===== config.mk =====
export PLATFORM = sky130hd
export DESIGN_NAME = pt_region_decoder
export DESIGN_NICKNAME = d
export VERILOG_FILES = /design/src/rtl/pt_pkg.sv /design/src/rtl/pt_window_match.sv /design/src/rtl/pt_prio_sel.sv /design/src/rtl/pt_region_decoder.sv
export SDC_FILE = /design/constraint.sdc
export NUM_CORES = 1
export LEC_CHECK = 0
export ABC_AREA = 1
export BUFFER_PORTS_ARGS = -buffer_cell sky130_fd_sc_hd__buf_2
export CORE_MARGIN = 8
export CORE_UTILIZATION = 55
export CTS_BUF_LIST = sky130_fd_sc_hd__clkbuf_2
export DETAILED_ROUTE_END_ITERATION = 7
export PLACE_DENSITY = 0.83
export SKIP_CTS_REPAIR_TIMING = 1
export SYNTH_ARGS = -nofsm -noshare
export SYNTH_HDL_FRONTEND = slang
export SYNTH_SLANG_ARGS = --single-unit

===== constraint.sdc =====
create_clock -name clk -period 4.67 [get_ports clk]
set_input_delay 0.934 -clock clk [delete_from_list [all_inputs] [get_ports clk]]
set_output_delay 0.934 -clock clk [all_outputs]
set_load 0.01 [all_outputs]

===== src/rtl/pt_pkg.sv =====
package pt_pkg;
    localparam int AW     = 32;
    localparam int DW     = 32;
    localparam int BEW    = DW / 8;
    localparam int SZW    = 5;
    localparam int MAXLOG = 29;

    typedef enum logic [1:0] {
        WID_8  = 2'd0,
        WID_16 = 2'd1,
        WID_32 = 2'd2
    } width_e;
endpackage


===== src/rtl/pt_window_match.sv =====
module pt_window_match #(
    parameter int AW     = 32,
    parameter int SZW    = 5,
    parameter int MAXLOG = 29
) (
    input  logic           en,
    input  logic           is_io,
    input  logic [AW-1:0]  base,
    input  logic [SZW-1:0] size_log2,
    input  logic [AW-1:0]  addr,
    input  logic           acc_io,
    output logic           hit
);
    logic [SZW-1:0] lg;
    logic [AW-1:0]  mask;

    always_comb begin
        lg   = (size_log2 > SZW'(MAXLOG)) ? SZW'(MAXLOG) : size_log2;
        mask = ~((AW'(1) << lg) - AW'(1));
        hit  = en && (is_io == acc_io) && (((addr ^ base) & mask) == '0);
    end
endmodule


===== src/rtl/pt_prio_sel.sv =====
module pt_prio_sel #(
    parameter int N  = 4,
    parameter int IW = 2
) (
    input  logic [N-1:0]  hits,
    output logic          any,
    output logic [IW-1:0] idx
);
    always_comb begin
        any = |hits;
        idx = '0;
        for (int i = N - 1; i >= 0; i--) begin
            if (hits[i]) idx = IW'(i);
        end
    end
endmodule


===== src/rtl/pt_region_decoder.sv =====
module pt_region_decoder
    import pt_pkg::*;
#(
    parameter int NREG    = 4,
    parameter int TIMEOUT = 16
) (
    input  logic                 clk,
    input  logic                 rst_n,
    input  logic [NREG-1:0]      cfg_en,
    input  logic [NREG-1:0]      cfg_io,
    input  logic [NREG*AW-1:0]   cfg_base,
    input  logic [NREG*SZW-1:0]  cfg_size,
    input  logic [NREG*2-1:0]    cfg_width,
    input  logic                 host_valid,
    input  logic [AW-1:0]        host_addr,
    input  logic                 host_io,
    input  logic                 host_write,
    input  logic [BEW-1:0]       host_be,
    input  logic                 host_burst,
    input  logic [DW-1:0]        host_wdata,
    output logic                 host_ack,
    output logic                 host_retry,
    output logic                 host_miss,
    output logic [DW-1:0]        host_rdata,
    output logic                 loc_req,
    output logic                 loc_write,
    output logic [AW-1:0]        loc_addr,
    output logic [BEW-1:0]       loc_be,
    output logic [(NREG>1 ? $clog2(NREG) : 1)-1:0] loc_region,
    output logic [1:0]           loc_width,
    output logic                 loc_burst,
    output logic [DW-1:0]        loc_wdata,
    input  logic                 loc_rdy,
    input  logic [DW-1:0]        loc_rdata
);
    localparam int RIW   = (NREG > 1) ? $clog2(NREG) : 1;
    localparam int CNT_W = $clog2(TIMEOUT + 1);
    localparam logic [CNT_W-1:0] LIM = CNT_W'(TIMEOUT - 1);

    typedef struct packed {
        logic            pend_v;
        logic [AW-1:0]   pend_addr;
        logic            pend_wr;
        logic [BEW-1:0]  pend_be;
        logic [RIW-1:0]  pend_reg;
        logic [1:0]      pend_wid;
        logic [DW-1:0]   pend_wd;
        logic            keep_v;
        logic [AW-1:0]   keep_addr;
        logic            keep_wr;
        logic [DW-1:0]   keep_data;
        logic [CNT_W-1:0] wait_cnt;
    } state_t;

    state_t st_d, st_q;

    logic [NREG-1:0] win_hit;
    logic            hit_any;
    logic [RIW-1:0]  sel_idx;
    logic [1:0]      sel_wid;
    logic            keep_match;
    logic            fresh;

    for (genvar g = 0; g < NREG; g++) begin : g_win
        pt_window_match #(.AW(AW), .SZW(SZW), .MAXLOG(MAXLOG)) u_match (
            .en        (cfg_en[g]),
            .is_io     (cfg_io[g]),
            .base      (cfg_base[g*AW +: AW]),
            .size_log2 (cfg_size[g*SZW +: SZW]),
            .addr      (host_addr),
            .acc_io    (host_io),
            .hit       (win_hit[g])
        );
    end

    pt_prio_sel #(.N(NREG), .IW(RIW)) u_prio (
        .hits (win_hit),
        .any  (hit_any),
        .idx  (sel_idx)
    );

    always_comb begin
        st_d    = st_q;
        sel_wid = cfg_width[sel_idx*2 +: 2];

        keep_match = st_q.keep_v && host_valid && hit_any &&
                     (host_addr == st_q.keep_addr) && (host_write == st_q.keep_wr);
        fresh      = host_valid && hit_any && !st_q.pend_v && !keep_match;

        // host side responses
        host_miss  = host_valid && !hit_any;
        host_ack   = keep_match || (fresh && loc_rdy);
        host_retry = host_valid && hit_any && !keep_match &&
                     (st_q.pend_v || (!loc_rdy && st_q.wait_cnt == LIM));
        host_rdata = keep_match ? st_q.keep_data : loc_rdata;

        // local side request
        loc_req = st_q.pend_v || fresh;
        if (st_q.pend_v) begin
            loc_write  = st_q.pend_wr;
            loc_addr   = st_q.pend_addr;
            loc_be     = st_q.pend_be;
            loc_region = st_q.pend_reg;
            loc_width  = st_q.pend_wid;
            loc_burst  = 1'b0;
            loc_wdata  = st_q.pend_wd;
        end else begin
            loc_write  = host_write;
            loc_addr   = host_addr;
            loc_be     = host_be;
            loc_region = sel_idx;
            loc_width  = sel_wid;
            loc_burst  = host_burst;
            loc_wdata  = host_wdata;
        end

        // wait counter for a fresh access
        st_d.wait_cnt = (fresh && !loc_rdy && !host_retry) ? st_q.wait_cnt + 1'b1 : '0;

        // outstanding request finishes into the keep entry
        if (st_q.pend_v && loc_rdy) begin
            st_d.pend_v    = 1'b0;
            st_d.keep_v    = 1'b1;
            st_d.keep_addr = st_q.pend_addr;
            st_d.keep_wr   = st_q.pend_wr;
            st_d.keep_data = st_q.pend_wr ? st_q.pend_wd : loc_rdata;
        end

        // fresh access timed out: post it to the local side
        if (fresh && host_retry) begin
            st_d.pend_v    = 1'b1;
            st_d.pend_addr = host_addr;
            st_d.pend_wr   = host_write;
            st_d.pend_be   = host_be;
            st_d.pend_reg  = sel_idx;
            st_d.pend_wid  = sel_wid;
            st_d.pend_wd   = host_wdata;
            st_d.keep_v    = 1'b0;
        end

        // kept result used up, or superseded by a direct completion
        if (keep_match || (fresh && loc_rdy)) st_d.keep_v = 1'b0;
    end

    always_ff @(posedge clk or negedge rst_n) begin
        if (!rst_n) st_q <= '0;
        else        st_q <= st_d;
    end
endmodule


==> results of run 1 <==
cell usage after synthesis, types with 12 or more instances:
cell,number
sky130_fd_sc_hd__nand2_1,485
sky130_fd_sc_hd__inv_1,227
sky130_fd_sc_hd__o21ai_0,214
sky130_fd_sc_hd__nor2_1,185
sky130_fd_sc_hd__nand3_1,170
sky130_fd_sc_hd__dfrtp_1,145
sky130_fd_sc_hd__xor2_1,95
sky130_fd_sc_hd__nand4_1,87
sky130_fd_sc_hd__clkbuf_1,85
sky130_fd_sc_hd__o21ai_1,61
sky130_fd_sc_hd__buf_2,36
sky130_fd_sc_hd__nor3_1,36
sky130_fd_sc_hd__o22ai_1,33
sky130_fd_sc_hd__xnor2_1,26
sky130_fd_sc_hd__or2_2,20
sky130_fd_sc_hd__a21oi_1,16
sky130_fd_sc_hd__nand3b_1,14
sky130_fd_sc_hd__inv_2,12
worst reg2reg max path, cell delays in order, from the launching register on:
cell and delay [ps]:
sky130_fd_sc_hd__dfrtp_4 870, sky130_fd_sc_hd__nand2_1 700, sky130_fd_sc_hd__inv_2 670, sky130_fd_sc_hd__buf_4 410, sky130_fd_sc_hd__o21ai_0 220, sky130_fd_sc_hd__o22ai_1 220
where the power goes:
group	internal [W]	switching, W
clock	0.000270	0.000528
combinational	0.000410	0.000687
sequential	0.00130	0.0000173
layer usage:
layer	up-vias	track usage, %	share of wire [%]
met5	-	0	0
met4	0	21.4	6.8
met3	282	8.43	12
met2	1390	58.6	44
met1	7560	47.0	37
li1	7481	-	-
kinds of logic (layout without fill, tap and decap cells):
kind of cell | count (synthesis) | count (layout) | share of synthesized area, %
AOI/OAI and AO/OA | 360 | 360 | 15.1
xor gates and xnor gates | 121 | 121 | 8.27
adders and majority gates | 6 | 6 | 0.586
buffers and inverters | 374 | 776 | 11.8
DFF | 145 | 145 | 28.3
other | 0 | 7 | 0
and+or+nand+nor | 1030 | 1032 | 35.9
layout make-up:
cell class,count,area [um^2]
antenna,7,17.5
timing repair buffer,505,3170
tap,319,399
sequential,145,3630
multi-input combinational,1519,8170
clock buffer,18,90.1
inverter,239,902
clock inverter,14,170
fill,1918,6640
how the worst min path moves through the flow:
stage / startpoint / endpoint / slack [ps]
after floorplan: st_q[0] / st_q[0] / 430
after global placement: st_q[0] / st_q[0] / 440
after detailed placement: st_q[0] / st_q[0] / 470
after CTS: rst_n / st_q[87] / 200
after global routing: rst_n / st_q[22] / 200
final: rst_n / st_q[87] / 200
stage by stage:
step	instances	hold slack [ps]	utilization [%]	power (W)	area [um^2]
6_report	2766	198	71.4	0.00322	16600
5_1_grt	2765	201	71.4	0.00335	16500
4_1_cts	2733	200	67.3	0.00313	15600
3_5_place_dp	2701	468	66.2	0.00234	15400
3_3_place_gp	2701	445	66.2	0.00234	15400
2_1_floorplan	2036	433	-	0.00188	12800
==> impl_summary.md, run 1 <==
Clock network
The count of H-tree levels built during CTS is 4. The number of buffers inserted during clock tree synthesis is 17. The maximum clock insertion buffer count is 2. CTS saw 145 sinks.

TritonCTS built the clock tree. The root buffer selected by CTS is sky130_fd_sc_hd__clkbuf_2. The clock latency reported for the late side of the worst-skew pair is 740 ps. After clock tree synthesis, the clock-pin slew on the worst setup and hold paths is 270 ps.

Timing
The worst relative slew slack is 22.0%. The timing-limited maximum frequency is 209 MHz. Across the routed clock network, the largest skew measured is 55.1 ps. The minimum period implied by the final worst setup slack is 4770 ps. Adding up every negative setup slack in the final design gives -1510 ps.

The share of the clock period used by the worst path is 102%. Setup repair after global routing could not meet its margin everywhere. The final max-slew violation count came to 0. After layout, the worst setup slack is -104 ps. Setup violations remaining at the end of the flow were counted as 30. The final-report hold violation count came to 0. The slew of the pin with the lowest slew margin is 1170 ps.

Cells and area
For this run, the post-layout net count is 2704. The register with the most flip-flops in the layout has 145 of them. The most frequent standard cell in the layout excluding fill and tap cells is sky130_fd_sc_hd__nand2_1.

Compared with the post-synthesis result, the final layout area differs by 29.2%. st_q holds more flip-flops than any other register. In the layout the commonest cells are sky130_fd_sc_hd__nand2_1, sky130_fd_sc_hd__buf_2, sky130_fd_sc_hd__inv_1. The largest registers in the layout are st_q (145). Cells with a size suffix above 1 make up 28.4% of the layout.

Power
For this design the static power due to leakage is 8.82 nW. The peak ir drop on the vdd network is 0.217 mV. Dividing total power by cell area gives a power density of 194 mW/mm^2.

Route
Across all layers, the routed design uses 16713 vias. The first detailed-routing pass ran for 6 iterations. The final layout contains routed wiring with a total length of 58800 um.

The via-per-instance ratio is 6.04. The remaining antenna violation count is 0. The violation count after the first detailed-route iteration is 2654.

In the routed design, unresolved DRC markers number 0. In the final routed layout, each cell accounts on average for 21.2 um.

Critical path
The critical path arrival is 3840 ps. The worst-path cell with the longest stage delay is sky130_fd_sc_hd__ha_4. The maximum single-stage delay on the critical path is 330 ps. The critical path goes through buf_12, nor2_4, nand4_1, ha_4, a21boi_4, nor3_4, nand4_1, nor2_1, nand2_1, nor2_2, nand4_1, nand2_4, nor2_4, nor2_4, buf_12, buf_8, nand2_8, clkbuf_16, o21ai_4, buf_6. The capturing element of the worst setup path is host_rdata[19]. The launch point of the critical path is cfg_size[6]. In this run the worst path has a maximum fanout of 5. The worst setup path is captured at a primary output. The depth of the worst register-to-register path is 5. The worst register-to-register path ends at st_q[6]. The worst path buffer plus inverter count is 5. The reg-to-reg startpoint is st_q[144]. The nature of the critical path startpoint is an input pin. Among cell families on the critical path, the largest total delay comes from simple AND/OR/NAND/NOR gates. The setup check on the worst reg-to-reg path leaves a slack of 1550 ps. The worst setup path is of the in2out kind. The total stage count of the critical path is 20. The data required time at the worst endpoint is 3740 ps.

Die
The floorplan die area is 0.0284 mm^2. The core box area is 0.0232 mm^2. The vertical die dimension is 169 um.

The number of rows in the core area is 56. The initial core utilization is 55.3%. The number of top-level pins is 381. The width of the die is 169 um.

Synth
The gate count after technology mapping is 2036. The top cell type's share of synthesized area is 28.3%. The leading register cell type out of synthesis is sky130_fd_sc_hd__dfrtp_1. The cell accounting for the most synthesized area is sky130_fd_sc_hd__dfrtp_1. The synthesized netlist contains 48 unique library cells. For this run, the register share of the synthesized area comes to 28.3%. Ranked by total cell area, the synthesized netlist is headed by sky130_fd_sc_hd__dfrtp_1, sky130_fd_sc_hd__nand2_1, sky130_fd_sc_hd__o21ai_0. After synthesis the netlist holds a flip-flop and latch count of 145. The count of flip-flops with a built-in enable after synthesis is 0.

The post-synthesis instance area is 0.0128 mm^2. The async set or reset register ratio after synthesis is 100%. The number of warning messages in the yosys log is 0.

The post-synth net total is 2313. In this run the mean area of a mapped cell was 6.29 um^2.

Global routing
The initial antenna violation count is 6. The number of global-route vias before repair was 15035. Summed over all layers, the global routing overflow is 0. The pin count of the biggest net entering global routing is 95.

The first global-routing pass estimated 83400 um of wire. Across every metal layer, demand over resource in global routing totals 37.4%.

Placed design
Once detailed placement completed, the half-perimeter wirelength came to 43400 um. The congestion estimate from routability-driven global placement came to 1.10. The post-place setup slack is -239 ps. Input and output buffers added on the ports amount to 380.

Hold path
The class of the most critical hold timing path is in2async.

Outcome
The checks that failed: setup timing. The run finished, with violations left.

Flow run
Across the run, the number of max-cap violations was 0.
(Power assumes the default switching activity.)
==> run 2: changes to the inputs <==
--- a/config.mk
+++ b/config.mk
@@ -8,10 +8,10 @@
 export ABC_AREA = 1
 export BUFFER_PORTS_ARGS = -buffer_cell sky130_fd_sc_hd__buf_2
 export CORE_MARGIN = 8
-export CORE_UTILIZATION = 55
+export CORE_UTILIZATION = 45
 export CTS_BUF_LIST = sky130_fd_sc_hd__clkbuf_2
 export DETAILED_ROUTE_END_ITERATION = 7
-export PLACE_DENSITY = 0.83
+export PLACE_DENSITY = 0.7
 export SKIP_CTS_REPAIR_TIMING = 1
 export SYNTH_ARGS = -nofsm -noshare
 export SYNTH_HDL_FRONTEND = slang
==> run 2 against run 1 <==
Net effect: largest power group unchanged; non-clock buffer count fell by 17; combinational power about the same; cell count is 1.3% higher; critical path depth is 3 higher; wire length increased by 0.11%; the run now ends clean; utilization decreased by 13 points; hold slack gained 1.3 ps.
==> impl_summary.md, run 2 (synthesis gave the netlist of run 1 again) <==
Die
The number of top-level pins came to 381 (unchanged). The vertical die dimension is 185 um (+9.6%). The initial core utilization came to 45.9% (-9.4 points). The width of the die is 185 um (+9.6%).

The core box area is 0.0279 mm^2 (+20%). The floorplan die area is 0.0341 mm^2 (+20%). The number of rows in the core area was 61 (+8.9%).

Clock network
CTS placed an instance of sky130_fd_sc_hd__clkbuf_2 at the clock tree root. The clock-pin slew reported for the worst setup and hold paths after clock tree synthesis is 230 ps (-40 ps). The count of H-tree levels built during CTS is 4 (unchanged). The TritonCTS clock tree is yes.

The maximum clock insertion buffer count is 2 (unchanged). The number of buffers inserted during clock tree synthesis is 17 (unchanged). The number of sinks handled by clock tree synthesis is 145 (unchanged). The clock latency reported for the late side of the worst-skew pair is 750 ps (about the same).

Route
The via-per-instance ratio is 5.64 (-6.6%). The remaining antenna violation count is 0 (unchanged). The wire length per cell after detailed routing is 21.0 um (-1.2%). The routed wire length is 58800 um (+0.11%).

The violation count after the first detailed-route iteration was 1736 (-35%). The first-pass iteration count of the detailed router is 6 (unchanged). The total number of vias is 15806 (-5.4%).

The residual DRC count came to 0 (unchanged).

Power
The sequential share of power is 42.1% (+1.0 points). The power dissipated by switching net loads was 0.00123 W (-0.66%). The proportion of power drawn by combinational gates is 34.9% (+0.8 points). The switching power as a share of total power is 39.0% (+0.70 points). The proportion of power drawn by the clock network came to 23.0% (-1.8 points). The peak ir drop on the vdd network was 0.217 mV (about the same). The cell-internal power is 0.00191 W (-3.6%). The total power per unit cell area is 193 mW/mm^2 (-0.87%). The leakage power of the design is 8.64 nW (-2.0%).

Global routing
The total track usage is 32.6% (-4.8 points). The number of global-route vias before repair is 14608 (-2.8%). The global-route congestion overflow total is 0 (unchanged).

The pin count of the biggest net entering global routing is 98 (+3.2%). The initial antenna violation count came to 3 (-3). The first-pass GRT wire length is 85600 um (+2.6%).

Outcome
The flow ran to the end, and the final reports show no timing, DRC or antenna violations.

Timing
The final-report hold violation count was 0 (unchanged). The slew of the pin with the lowest slew margin was 1180 ps (+10.4 ps). Setup repair after global routing could not meet its margin everywhere. The worst relative slew slack is 21.2% (-0.78 points). The final worst hold slack is 199 ps (+1.32 ps).

The final setup TNS is 0 ps (+1510 ps). The timing-limited maximum frequency is 216 MHz (+3.2%). The final max-slew violation count is 0 (unchanged).

The clock skew is 45.8 ps (-9.29 ps). The share of the clock period used by the worst path is 99.1% (-3.1 points). The number of endpoints failing setup at the final stage is 0 (-100%).

The minimum period implied by the final worst setup slack came to 4630 ps (-147 ps).

Critical path
The kind of end point of the critical path is a primary output. The total stage count of the critical path is 23 (+15%). The signal on the critical path passes through clkbuf_4, nor3_4, nand2_1, nor2_1, inv_1, ha_4, nand2_4, nor2_4, inv_2, nand2_1, nand2_1, nor2_1, nor2_1, nand3b_1, nor2_2, nand4_4, nand2_2, nor2_4, nor2_4, nand2_8, clkbuf_16, o21ai_1, buf_2.

The worst path buffer plus inverter count is 5 (unchanged). The maximum fanout encountered on the critical timing path is 18 (+13). The critical path arrival is 3690 ps (-150 ps). The startpoint identified for the worst register-to-register timing path is st_q[61].

The critical path in this run is classified as in2out. For this design, the slowest cell found on the critical path is sky130_fd_sc_hd__clkbuf_16. STA classifies the critical path startpoint as an input pin. The cell type group with the largest total delay on the critical path is simple AND/OR/NAND/NOR gates.

The depth of the worst register-to-register path is 12 (+7). The data required time at the worst endpoint came to 3740 ps (about the same). The end of the worst register-to-register path is st_q[70].

The maximum single-stage delay on the critical path was 220 ps (-110 ps). The minimum setup slack among reg-to-reg paths is 1920 ps (+370 ps).

Cells and area
The fraction of layout cells with a size suffix above 1 is 26.9% (-1.5 points). The number of nets in the layout is 2685 (-0.70%). The top cell types in the final layout, fill and taps aside, are sky130_fd_sc_hd__nand2_1, sky130_fd_sc_hd__buf_2, sky130_fd_sc_hd__inv_1. From synthesis to final layout, the design area changed by 27.1%. Leaving out fill and tap cells, the most frequent cell in the layout is sky130_fd_sc_hd__nand2_1. Ranked by flip-flop count, first place goes to st_q. The largest registers in the layout are st_q (145).

The total non-filler cell area in the finished layout came to 0.0163 mm^2 (-1.6%). The number of flip-flops in the largest register is 145 (unchanged).

Hold path
The class of the most critical hold timing path is in2async.

Placed design
The post-DP HPWL came to 45500 um (+4.9%). The global placer's final weighted congestion was 1.04 (-5.4%). The total of buffers placed on input and output ports is 380 (unchanged). The placed standard-cell area is 0.0153 mm^2 (about the same).

Flow run
The max-cap violation count was 0 (unchanged).
[run 2: cell type report]
| type | instances | area [um^2] |
|---|---|---|
| Fill cell | 2837 | 11600 |
| Multi-Input combinational cell | 1517 | 8100 |
| Sequential cell | 145 | 3630 |
| Timing Repair Buffer | 488 | 2930 |
| Inverter | 239 | 913 |
| Tap cell | 378 | 473 |
| Clock inverter | 15 | 146 |
| Clock buffer | 17 | 85.1 |
| Antenna cell | 3 | 7.51 |
[run 2: power groups by stage]
stage | clock network [W] | registers, W | logic [W]
floorplan | 0 | 0.00134 | 0.000546
global placement | 0 | 0.00134 | 0.00102
detailed placement | 0 | 0.00134 | 0.00101
CTS | 0.000739 | 0.00132 | 0.00102
global route | 0.000786 | 0.00133 | 0.00118
finish | 0.000723 | 0.00132 | 0.00109
[run 2: layer usage]
metal,global-route usage (%),vias up,part of all wire [%]
met5,0,-,0
met2,51.5,916,45
met1,42.1,7312,40
li1,-,7432,-
met4,15.2,0,4.9
met3,6.91,146,10
[run 2: worst max-delay path by stage]
| stage | slack, ps | to | startpoint |
|---|---|---|---|
| 2_1_floorplan | 90 | host_rdata[13] | cfg_size[19] |
| 3_3_place_gp | -10 | host_rdata[28] | cfg_size[17] |
| 3_5_place_dp | -90 | host_rdata[24] | cfg_size[17] |
| 4_1_cts | -110 | host_rdata[24] | cfg_size[17] |
| 5_1_grt | -110 | host_rdata[0] | cfg_size[2] |
| 6_report | 40 | host_rdata[0] | cfg_size[2] |
[run 2: through the flow]
stage,total power [W],cells,util [%],setup slack (ps)
2_1_floorplan,0.00188,2036,-,91.2
3_3_place_gp,0.00235,2752,54.9,-13.8
3_5_place_dp,0.00235,2752,54.9,-85.7
4_1_cts,0.00308,2784,55.8,-115
5_1_grt,0.00329,2802,58.3,-109
6_report,0.00314,2802,58.3,42.7
